`config.mk`:
```
export PLATFORM = sky130hd
export DESIGN_NAME = nand_blk_erase
export DESIGN_NICKNAME = d
export VERILOG_FILES = /design/src/rtl/nand_erase_pkg.sv /design/src/rtl/nand_bus_cycle.sv /design/src/rtl/nand_busy_timer.sv /design/src/rtl/nand_erase_fsm.sv /design/src/rtl/nand_blk_erase.sv
export SDC_FILE = /design/constraint.sdc
export NUM_CORES = 1
export LEC_CHECK = 0
export CELL_PAD_IN_SITES_DETAIL_PLACEMENT = 1
export CELL_PAD_IN_SITES_GLOBAL_PLACEMENT = 1
export CORE_ASPECT_RATIO = 1.75
export CORE_MARGIN = 5
export CORE_UTILIZATION = 30
export CTS_BUF_LIST = sky130_fd_sc_hd__clkbuf_4
export CTS_CLUSTER_DIAMETER = 150
export DETAILED_ROUTE_END_ITERATION = 7
export DONT_BUFFER_PORTS = 1
export PLACE_DENSITY_LB_ADDON = 0.1
export SYNTH_ARGS = -nofsm -noshare
export SYNTH_HDL_FRONTEND = slang
export SYNTH_SLANG_ARGS = --single-unit
```
`constraint.sdc`:
```
create_clock -name clk -period 4.9 [get_ports clk]
set_input_delay 0.49 -clock clk [delete_from_list [all_inputs] [get_ports clk]]
set_output_delay 0.49 -clock clk [all_outputs]
set_load 0.01 [all_outputs]
```
`src/rtl/nand_erase_pkg.sv`:
```
package nand_erase_pkg;

    localparam logic [7:0] CMD_ERASE_SETUP = 8'h60;
    localparam logic [7:0] CMD_ERASE_GO    = 8'hD0;
    localparam logic [7:0] CMD_STATUS      = 8'h70;

    localparam int ROW_BYTES = 2;

    typedef enum logic [3:0] {
        ST_IDLE,
        ST_SETUP,
        ST_ADDR_LO,
        ST_ADDR_HI,
        ST_CONFIRM,
        ST_WAIT,
        ST_STAT_CMD,
        ST_STAT_RD
    } seq_state_e;

    typedef enum logic [1:0] {
        PH_IDLE,
        PH_SETUP,
        PH_STROBE,
        PH_HOLD
    } bus_phase_e;

    typedef struct packed {
        logic       rd;
        logic       cle;
        logic       ale;
        logic [7:0] data;
    } bus_op_t;

    function automatic logic [7:0] row_byte(input logic [8*ROW_BYTES-1:0] row, input logic hi);
        return hi ? row[15:8] : row[7:0];
    endfunction

    function automatic bus_op_t cmd_op(input logic [7:0] code);
        bus_op_t op;
        op      = '0;
        op.cle  = 1'b1;
        op.data = code;
        return op;
    endfunction

endpackage

```
`src/rtl/nand_bus_cycle.sv`:
```
module nand_bus_cycle
    import nand_erase_pkg::*;
#(
    parameter int SETUP_CYC = 2,
    parameter int PULSE_CYC = 3,
    parameter int HOLD_CYC  = 2
) (
    input  logic       clk,
    input  logic       rst,
    input  logic       req_i,
    input  bus_op_t    op_i,
    input  logic [7:0] io_i,
    output logic       cle_o,
    output logic       ale_o,
    output logic       we_n_o,
    output logic       re_n_o,
    output logic [7:0] io_o,
    output logic       io_oe_o,
    output logic [7:0] rdata_o,
    output logic       ack_o
);

    localparam int CW = $clog2(SETUP_CYC + PULSE_CYC + HOLD_CYC + 1) + 1;
    localparam logic [CW-1:0] SETUP_LAST = CW'(SETUP_CYC - 1);
    localparam logic [CW-1:0] PULSE_LAST = CW'(PULSE_CYC - 1);
    localparam logic [CW-1:0] HOLD_LAST  = CW'(HOLD_CYC - 1);

    bus_phase_e    phase_q;
    logic [CW-1:0] cnt_q;
    logic          rd_q;

    always_ff @(posedge clk) begin
        if (rst) begin
            phase_q <= PH_IDLE;
            cnt_q   <= '0;
            rd_q    <= 1'b0;
            cle_o   <= 1'b0;
            ale_o   <= 1'b0;
            we_n_o  <= 1'b1;
            re_n_o  <= 1'b1;
            io_o    <= '0;
            io_oe_o <= 1'b0;
            rdata_o <= '0;
            ack_o   <= 1'b0;
        end else begin
            ack_o <= 1'b0;
            case (phase_q)
                PH_IDLE: begin
                    if (req_i) begin
                        phase_q <= PH_SETUP;
                        cnt_q   <= '0;
                        rd_q    <= op_i.rd;
                        cle_o   <= op_i.cle;
                        ale_o   <= op_i.ale;
                        io_o    <= op_i.data;
                        io_oe_o <= ~op_i.rd;
                    end
                end
                PH_SETUP: begin
                    if (cnt_q == SETUP_LAST) begin
                        phase_q <= PH_STROBE;
                        cnt_q   <= '0;
                        we_n_o  <= rd_q;
                        re_n_o  <= ~rd_q;
                    end else begin
                        cnt_q <= cnt_q + 1'b1;
                    end
                end
                PH_STROBE: begin
                    if (cnt_q == PULSE_LAST) begin
                        phase_q <= PH_HOLD;
                        cnt_q   <= '0;
                        we_n_o  <= 1'b1;
                        re_n_o  <= 1'b1;
                        if (rd_q) begin
                            rdata_o <= io_i;
                        end
                    end else begin
                        cnt_q <= cnt_q + 1'b1;
                    end
                end
                PH_HOLD: begin
                    if (cnt_q == HOLD_LAST) begin
                        phase_q <= PH_IDLE;
                        cnt_q   <= '0;
                        cle_o   <= 1'b0;
                        ale_o   <= 1'b0;
                        io_oe_o <= 1'b0;
                        ack_o   <= 1'b1;
                    end else begin
                        cnt_q <= cnt_q + 1'b1;
                    end
                end
                default: phase_q <= PH_IDLE;
            endcase
        end
    end

endmodule

```
`src/rtl/nand_busy_timer.sv`:
```
module nand_busy_timer #(
    parameter int WB_CYC     = 4,
    parameter int TIMEOUT_CYC = 1000000
) (
    input  logic clk,
    input  logic rst,
    input  logic en_i,
    output logic wb_ok_o,
    output logic expired_o
);

    localparam int CNT_W = $clog2(TIMEOUT_CYC + 1) + 1;
    localparam logic [CNT_W-1:0] WB_LIM = CNT_W'(WB_CYC);
    localparam logic [CNT_W-1:0] TO_LIM = CNT_W'(TIMEOUT_CYC);

    logic [CNT_W-1:0] cnt_q;

    always_ff @(posedge clk) begin
        if (rst || !en_i) begin
            cnt_q <= '0;
        end else if (cnt_q != TO_LIM) begin
            cnt_q <= cnt_q + 1'b1;
        end
    end

    assign wb_ok_o   = en_i && (cnt_q >= WB_LIM);
    assign expired_o = en_i && (cnt_q >= TO_LIM);

endmodule

```
`src/rtl/nand_erase_fsm.sv`:
```
module nand_erase_fsm
    import nand_erase_pkg::*;
#(
    parameter int BLK_W = 10,
    parameter int PG_W  = 4
) (
    input  logic             clk,
    input  logic             rst,
    input  logic             start_i,
    input  logic [BLK_W-1:0] blk_addr_i,
    input  logic             rb_rdy_i,
    input  logic             wb_ok_i,
    input  logic             expired_i,
    input  logic             ack_i,
    input  logic [7:0]       rdata_i,
    output logic             req_o,
    output bus_op_t          op_o,
    output logic             tmr_en_o,
    output logic             busy_o,
    output logic             done_o,
    output logic             pass_o,
    output logic             bad_o,
    output logic             ce_n_o,
    output logic             wp_n_o
);

    localparam int ROW_W = 8 * ROW_BYTES;

    seq_state_e       state_q;
    logic [ROW_W-1:0] row_q;
    logic             bus_state;

    always_ff @(posedge clk) begin
        if (rst) begin
            state_q <= ST_IDLE;
            row_q   <= '0;
            done_o  <= 1'b0;
            pass_o  <= 1'b0;
            bad_o   <= 1'b0;
            ce_n_o  <= 1'b1;
            wp_n_o  <= 1'b0;
        end else begin
            done_o <= 1'b0;
            case (state_q)
                ST_IDLE: begin
                    if (start_i) begin
                        row_q   <= ROW_W'(blk_addr_i) << PG_W;
                        pass_o  <= 1'b0;
                        bad_o   <= 1'b0;
                        ce_n_o  <= 1'b0;
                        wp_n_o  <= 1'b1;
                        state_q <= ST_SETUP;
                    end
                end
                ST_SETUP:    if (ack_i) state_q <= ST_ADDR_LO;
                ST_ADDR_LO:  if (ack_i) state_q <= ST_ADDR_HI;
                ST_ADDR_HI:  if (ack_i) state_q <= ST_CONFIRM;
                ST_CONFIRM:  if (ack_i) state_q <= ST_WAIT;
                ST_WAIT: begin
                    if (expired_i) begin
                        pass_o  <= 1'b0;
                        bad_o   <= 1'b0;
                        done_o  <= 1'b1;
                        ce_n_o  <= 1'b1;
                        wp_n_o  <= 1'b0;
                        state_q <= ST_IDLE;
                    end else if (wb_ok_i && rb_rdy_i) begin
                        state_q <= ST_STAT_CMD;
                    end
                end
                ST_STAT_CMD: if (ack_i) state_q <= ST_STAT_RD;
                ST_STAT_RD: begin
                    if (ack_i) begin
                        pass_o  <= ~rdata_i[0];
                        bad_o   <= rdata_i[0];
                        done_o  <= 1'b1;
                        ce_n_o  <= 1'b1;
                        wp_n_o  <= 1'b0;
                        state_q <= ST_IDLE;
                    end
                end
                default: state_q <= ST_IDLE;
            endcase
        end
    end

    always_comb begin
        op_o      = '0;
        bus_state = 1'b1;
        case (state_q)
            ST_SETUP:    op_o = cmd_op(CMD_ERASE_SETUP);
            ST_ADDR_LO: begin
                op_o.ale  = 1'b1;
                op_o.data = row_byte(row_q, 1'b0);
            end
            ST_ADDR_HI: begin
                op_o.ale  = 1'b1;
                op_o.data = row_byte(row_q, 1'b1);
            end
            ST_CONFIRM:  op_o = cmd_op(CMD_ERASE_GO);
            ST_STAT_CMD: op_o = cmd_op(CMD_STATUS);
            ST_STAT_RD:  op_o.rd = 1'b1;
            default:     bus_state = 1'b0;
        endcase
    end

    assign req_o    = bus_state && !ack_i;
    assign tmr_en_o = (state_q == ST_WAIT);
    assign busy_o   = (state_q != ST_IDLE);

endmodule

```
`src/rtl/nand_blk_erase.sv`:
```
module nand_blk_erase
    import nand_erase_pkg::*;
#(
    parameter int BLK_W       = 10,
    parameter int PG_W        = 4,
    parameter int SETUP_CYC   = 2,
    parameter int PULSE_CYC   = 3,
    parameter int HOLD_CYC    = 2,
    parameter int WB_CYC      = 4,
    parameter int TIMEOUT_CYC = 1000000,
    parameter int SYNC_STAGES = 2
) (
    input  logic             clk,
    input  logic             rst,
    input  logic             start_i,
    input  logic [BLK_W-1:0] blk_addr_i,
    input  logic             rb_n_i,
    input  logic [7:0]       io_i,
    output logic [7:0]       io_o,
    output logic             io_oe_o,
    output logic             cle_o,
    output logic             ale_o,
    output logic             ce_n_o,
    output logic             we_n_o,
    output logic             re_n_o,
    output logic             wp_n_o,
    output logic             busy_o,
    output logic             done_o,
    output logic             pass_o,
    output logic             bad_blk_o
);

    logic [SYNC_STAGES-1:0] rb_sync_q;
    logic                   req;
    bus_op_t                op;
    logic                   ack;
    logic [7:0]             rdata;
    logic                   tmr_en;
    logic                   wb_ok;
    logic                   expired;

    always_ff @(posedge clk) begin
        if (rst) begin
            rb_sync_q <= '0;
        end else begin
            rb_sync_q <= {rb_sync_q[SYNC_STAGES-2:0], rb_n_i};
        end
    end

    nand_erase_fsm #(
        .BLK_W(BLK_W),
        .PG_W (PG_W)
    ) u_fsm (
        .clk       (clk),
        .rst       (rst),
        .start_i   (start_i),
        .blk_addr_i(blk_addr_i),
        .rb_rdy_i  (rb_sync_q[SYNC_STAGES-1]),
        .wb_ok_i   (wb_ok),
        .expired_i (expired),
        .ack_i     (ack),
        .rdata_i   (rdata),
        .req_o     (req),
        .op_o      (op),
        .tmr_en_o  (tmr_en),
        .busy_o    (busy_o),
        .done_o    (done_o),
        .pass_o    (pass_o),
        .bad_o     (bad_blk_o),
        .ce_n_o    (ce_n_o),
        .wp_n_o    (wp_n_o)
    );

    nand_bus_cycle #(
        .SETUP_CYC(SETUP_CYC),
        .PULSE_CYC(PULSE_CYC),
        .HOLD_CYC (HOLD_CYC)
    ) u_bus (
        .clk    (clk),
        .rst    (rst),
        .req_i  (req),
        .op_i   (op),
        .io_i   (io_i),
        .cle_o  (cle_o),
        .ale_o  (ale_o),
        .we_n_o (we_n_o),
        .re_n_o (re_n_o),
        .io_o   (io_o),
        .io_oe_o(io_oe_o),
        .rdata_o(rdata),
        .ack_o  (ack)
    );

    nand_busy_timer #(
        .WB_CYC     (WB_CYC),
        .TIMEOUT_CYC(TIMEOUT_CYC)
    ) u_tmr (
        .clk      (clk),
        .rst      (rst),
        .en_i     (tmr_en),
        .wb_ok_o  (wb_ok),
        .expired_o(expired)
    );

endmodule

```
# ---- After elaboration in Yosys (flattened, before gate mapping)
# Cells that the tools add are included.
dict set report op_classes {
  n_lt_le_gt_ge 2
  mux 51
  eq_ne 26
  bitwise 4
  n_addsub 2
  reduce_logical 25
}
# operator n
set op_table {}
lappend op_table {{4-bit two-way mux} 12}
lappend op_table {{9-bit case mux with 5 select lines} 1}
lappend op_table {{4-bit case mux with 8 select lines} 1}
lappend op_table {{21-bit by 1-bit adder with 21-bit output, second input constant} 1}
lappend op_table {{21-bit by 20-bit >= comparator with 1-bit output, second input constant} 1}
lappend op_table {{21-bit by 3-bit >= comparator with 1-bit output, second input constant} 1}
lappend op_table {{1-bit two-way mux} 21}
lappend op_table {{21-bit by 20-bit != test with 1-bit output, second input constant} 1}
lappend op_table {{2-bit by 1-bit != test with 1-bit output, second input constant} 9}
lappend op_table {{4-bit by 3-bit == test with 1-bit output, second input constant} 4}
lappend op_table {{4-bit by 2-bit == test with 1-bit output, second input constant} 3}
lappend op_table {{1-bit case mux with 2 select lines} 6}
lappend op_table {{1-bit case mux with 3 select lines} 4}
lappend op_table {{4-bit case mux with 3 select lines} 1}
lappend op_table {{3-bit AND reduction} 3}
lappend op_table {{4-bit by 1-bit == test with 1-bit output, second input constant} 2}
lappend op_table {{2-bit two-way mux} 4}
lappend op_table {{2-bit case mux with 4 select lines} 1}
lappend op_table {{4-bit AND reduction} 2}
lappend op_table {{8-bit AND reduction} 1}
lappend op_table {{2-bit != test, second input constant} 3}
lappend op_table {{6-bit OR reduction} 1}
lappend op_table {{4-bit by 1-bit adder with 4-bit output, second input constant} 1}
lappend op_table {{2-bit == test, second input constant} 2}
lappend op_table {{other kinds (14)} 24}
dict set report totals {
  word_cells 130
  register_bits 64
}

# ---- Logic depth before layout (Yosys ltp)
dict set report depth {
  word_depth 6
  ltp_mapped 7
}

# ---- Hierarchy
# Synthesis repeated with hierarchy kept, for this count alone.
dict set report unflattened {
  hier_cells 398
  hier_area_um2 3306.9
}
# module area_each_um2 instances seq_area_each_um2 cells_per_inst
set by_module_without_submodules {}
lappend by_module_without_submodules {nand_bus_cycle 1290.0 1 580.6 145}
lappend by_module_without_submodules {nand_busy_timer 1106.1 1 420.4 135}
lappend by_module_without_submodules {nand_erase_fsm 858.3 1 360.3 114}
lappend by_module_without_submodules {nand_blk_erase 52.6 1 40.0 4}

# ---- Worst setup path before layout
# No wires, ideal clock.
dict set report synth_path {
  path_type {reg2reg}
  startpoint {register u_bus.cnt_q[0]}
  endpoint {register u_bus.phase_q[0]}
  slack_ns 3.072
  path_buffers 1
  t_arrival_ns 1.740
  required_time_ns 4.812
  path_stages_with_launch 7
  period_less_slack_ns 1.828
  path_cell_list {dfxtp_1 > buf_6 > or4b_4 > or3_4 > a22oi_4 > nor2_1 > a311oi_2}
}
dict set report synth_via {
  elab_chain_len 3
  elab_cells_between_ends 6
}
# item line
set synth_lines {}
lappend synth_lines {{from (decl)} nand_bus_cycle.sv:29} ;# logic [CW-1:0] cnt_q;
lappend synth_lines {{from (signal assigned)} nand_bus_cycle.sv:66} ;# cnt_q <= cnt_q + 1'b1;
lappend synth_lines {{from (signal assigned)} nand_bus_cycle.sv:79} ;# cnt_q <= cnt_q + 1'b1;
lappend synth_lines {{from (signal assigned)} nand_bus_cycle.sv:91} ;# cnt_q <= cnt_q + 1'b1;
lappend synth_lines {{4-bit by 1-bit == test with 1-bit output / 4-bit by 2-bit == test with 1-bit output (equally long branches)} {nand_bus_cycle.sv:60, nand_bus_cycle.sv:83, nand_bus_cycle.sv:70}}
lappend synth_lines {{2-bit by 1-bit != test with 1-bit output (no source line)} n/a}
lappend synth_lines {{4-bit AND reduction (no source line) (*)} n/a}
lappend synth_lines {{to (signal assigned)} nand_bus_cycle.sv:61} ;# phase_q <= PH_STROBE;
lappend synth_lines {{to (signal assigned)} nand_bus_cycle.sv:71} ;# phase_q <= PH_HOLD;
lappend synth_lines {{to (signal assigned)} nand_bus_cycle.sv:84} ;# phase_q <= PH_IDLE;
lappend synth_lines {{to (decl)} nand_bus_cycle.sv:28} ;# bus_phase_e phase_q;
# Mark *: on every way between the ends. The rest lies on a longest branch, timed or not.
# A chain may end at the register's enable or synchronous reset.

# ---- Final worst setup path
dict set report layout_path {
  startpoint {register u_fsm.state_q[1]}
  endpoint {register u_bus.cnt_q[3]}
}
dict set report layout_via {
  elab_chain_len 5
  elab_cells_between_ends 10
}
# item line
set layout_lines {}
lappend layout_lines {{from (decl)} nand_erase_fsm.sv:29} ;# seq_state_e state_q;
lappend layout_lines {{from (signal assigned)} nand_erase_fsm.sv:35} ;# state_q <= ST_IDLE;
lappend layout_lines {{from (signal assigned)} nand_erase_fsm.sv:52} ;# state_q <= ST_SETUP;
lappend layout_lines {{from (signal assigned)} nand_erase_fsm.sv:55} ;# ST_SETUP: if (ack_i) state_q <= ST_ADDR_LO;
lappend layout_lines {{4-bit by 2-bit == test with 1-bit output, or another cell as far along} nand_erase_fsm.sv:90} ;# case (state_q)
lappend layout_lines {{6-bit OR reduction (no source line) (*)} n/a}
lappend layout_lines {{1-bit two-way mux (*)} nand_erase_fsm.sv:90}
lappend layout_lines {{1-bit logical AND (*)} nand_erase_fsm.sv:107} ;# assign req_o = bus_state && !ack_i;
lappend layout_lines {{2-bit != test (no source line) (*)} n/a}
# Marked as above.

==> impl_metrics.ini <==
[floorplan]
boundaryPins = 41
die_w_um = 86.5
dieArea_um2 = 12500
dieHeight_um = 144
rows = 49
start_util_pct = 30.2
core-area_um2 = 10200

[route]
vias = 2611
dr.pass1.iters = 4
routed_wl_mm = 8.29
drc = 0
drtIter0Drc = 71
wl_per_cell_um = 16.7
postRouteAntennaNets = 0
viasPerCell = 5.26

[yosys]
ys_async_sr_fraction_pct = 0
synth_top_family_by_area = simple AND/OR/NAND/NOR gates
synth_compound_area_share_pct = 15.8
synth_flop_cell = dfxtp_1
ys_types = 61
synthTopCellsByArea = dfxtp_1 (41%), a21oi_1 (6.3%), nand2_1 (5.6%), nor2_1 (5.1%), ha_1 (2.8%)
synth_edf_count = 0
synth-seq-area-share_pct = 41.0
syn-num-nets = 403
synth_warnings = 0
synthAdderAreaFrac_pct = 2.85
synth_seq_cells = 63
synth_top_area_share_pct = 41.0
avgSynthCellArea_um2 = 8.22
synth_top_area_cell = dfxtp_1
synth_cells = 374
muxShareOfSynthArea_pct = 2.32
yosys.area_share.simple_pct = 27.8
synth_xor_area_share_pct = 4.84
syn_area_um2 = 3070

[setup_path]
worstPathMaxFanout = 22
r2r_slack_ps = 2470
critPathArrivalTime_ps = 2790
crit_type = reg -> reg
reg2reg_to = u_bus.cnt_q[3]
required_ps = 5260
ff2ff_path_depth = 5
cp-start-kind = register
crit_path_end_kind = register
r2r_start = u_fsm.state_q[1]

[place]
gp_congestion = 0.725
dp.final_hpwl_mm = 5.99
port_buffers = 0

[clocking]
root_buffer = clkbuf_4
clock_latency_ps = 430
clockBufferDepth = 2
numClockSinks = 63
ctsHoldBuffers = 0
cts_tree = done
numCtsBuffers = 9
cts-resized-gates = 0
clkSlewWorstSetupHoldPaths_ps = 120
h-tree-depth = 3
post_cts_buffers = 0

[worst_hold_path]
whs_endpoint = u_fsm.bad_o
hold_depth = 1
hold_path_class = in -> reg
hold_start = rst

[global_routing]
grt_pass1_vias = 2753
grt_overflow = 0
global_route.usage.total_pct = 14.1
antenna_found_initial = 1
grt_max_degree = 41
grt_pass1_wl_mm = 13.7

[final_layout]
areaGrowthSynthToFinish_pct = 7.98
num-nets-final = 392
final_layout_size_suffix_gt1_share_pct = 7.34
fill_cells = 1254

[status]
status = finished, final reports clean

[sta]
max_slew.worst_pin.slew_ps = 764
grt_setup_unrepaired = false
skew_ps = 13.8
period_share_pct = 49.6
drv_slew = 0
slew_headroom_pct = 49.0
hold_slack_ps = 124
hold_viol = 0
min_period_ps = 2430
setup_viol = 0
max_freq_mhz = 412
finalSetupTns_ps = 0

[pwr]
power_mw = 1.41
irDropWorstVdd_mv = 0.168
power_density_nw_per_um2 = 424
leakage_nw = 1.10

[job]
drv_cap = 0
## where the power goes
group	switching [mW]	total (mW)	internal, mW
registers	0.0576	0.612	0.555
logic	0.199	0.322	0.123
clock network	0.214	0.472	0.258
total	0.470	1.41	0.936
## metrics by stage
step | area [µm²] | util [%] | setup WS (ps) | cells
floorplan | 3070 | - | 3070 | 374
global placement | 3130 | 30.7 | 2570 | 479
detailed placement | 3130 | 30.7 | 2480 | 479
CTS | 3320 | 32.6 | 2450 | 495
global route | 3320 | 32.6 | 2290 | 496
finish | 3320 | 32.6 | 2470 | 496
## critical path, cell delays in order (launching register included)
cell and delay (ps):
dfxtp_1 830, inv_1 230, a31o_4 310, and2_0 300, or4_1 540, a21oi_1 160
## cell type report
| cell class | count | area [µm²] | area share [%] |
|---|---|---|---|
| multi-input combinational | 273 | 1650 | 49.6 |
| antenna | 1 | 2.50 | 0.0754 |
| clock inverter | 7 | 121 | 3.66 |
| tap | 127 | 159 | 4.79 |
| clock buffer | 9 | 67.6 | 2.04 |
| inverter | 16 | 60.1 | 1.81 |
| sequential | 63 | 1260 | 38.0 |
## metal layers
layer	vias up	global-route usage [%]	part of all wire (%)	wire length, µm
met1	1282	13.4	37	3060
li1	1287	-	-	-
met3	14	3.21	3.3	277
met4	0	6.49	2.4	195
met5	-	0	0	0
met2	28	27.8	57	4760
## how the worst max path moves through the flow
stage | from | to | slack, ps | cells past startpoint
2_1_floorplan | u_bus.cnt_q[0] | u_bus.phase_q[0] | 3070 | 6
3_3_place_gp | u_fsm.state_q[1] | u_bus.cnt_q[2] | 2570 | 5
3_5_place_dp | u_fsm.state_q[1] | u_bus.cnt_q[3] | 2480 | 5
4_1_cts | u_fsm.state_q[1] | u_bus.cnt_q[3] | 2450 | 5
5_1_grt | u_fsm.state_q[1] | u_bus.cnt_q[3] | 2290 | 5
6_report | u_fsm.state_q[1] | u_bus.cnt_q[3] | 2470 | 5
## flip-flops by register name, indices dropped and copies added, names as in the netlist, 2 cells and up
signal / count
u_tmr.cnt_q: 21
u_fsm.row_q: 10
u_bus.io_o: 8
u_bus.cnt_q: 4
u_fsm.state_q: 3
rb_sync_q: 2
u_bus.phase_q: 2
## cells by family after synthesis
kind of cell    count (synthesis)
xor+xnor                       17
mux                             7
fa+ha+maj                       7
compound gates                 76
flops                          63
buf+inv                        38
simple gates                  166
## synth_stat cells, types with 2 or more instances
| library cell | n |
|---|---|
| a21oi_1 | 39 |
| nor2b_1 | 5 |
| mux2i_1 | 6 |
| ha_1 | 7 |
| o22ai_1 | 3 |
| nand2_1 | 46 |
| nand2b_4 | 2 |
| and3_1 | 4 |
| buf_1 | 2 |
| or4_1 | 3 |
| nand3_1 | 13 |
| nand4_1 | 12 |
| and2_1 | 2 |
| nor4_1 | 6 |
| nand4b_1 | 2 |
| xor2_1 | 10 |
| or3_1 | 3 |
| nand3b_1 | 3 |
| clkbuf_1 | 14 |
| a211o_1 | 2 |
| a211oi_1 | 4 |
| dfxtp_1 | 63 |
| buf_2 | 2 |
| and4_1 | 2 |
| nor2_1 | 42 |
| xnor2_1 | 7 |
| o21ai_0 | 11 |
| buf_6 | 2 |
| inv_1 | 16 |
| nor3_1 | 10 |
## cell usage in the layout (no fill, tap or decap), drive strengths merged, types with 4 or more instances in the layout
cell type / instances
dfxtp: 63
nor2: 42
or3: 4
mux2i: 6
clkbuf: 9
nand4: 12
a211oi: 4
and3: 4
ha: 7
nor3: 10
o21ai: 12
inv: 16
xnor2: 7
nand3: 13
xor2: 10
nand2: 46
nor2b: 5
a21oi: 39
nor4: 6
Power figures use the tool's default switching activity.
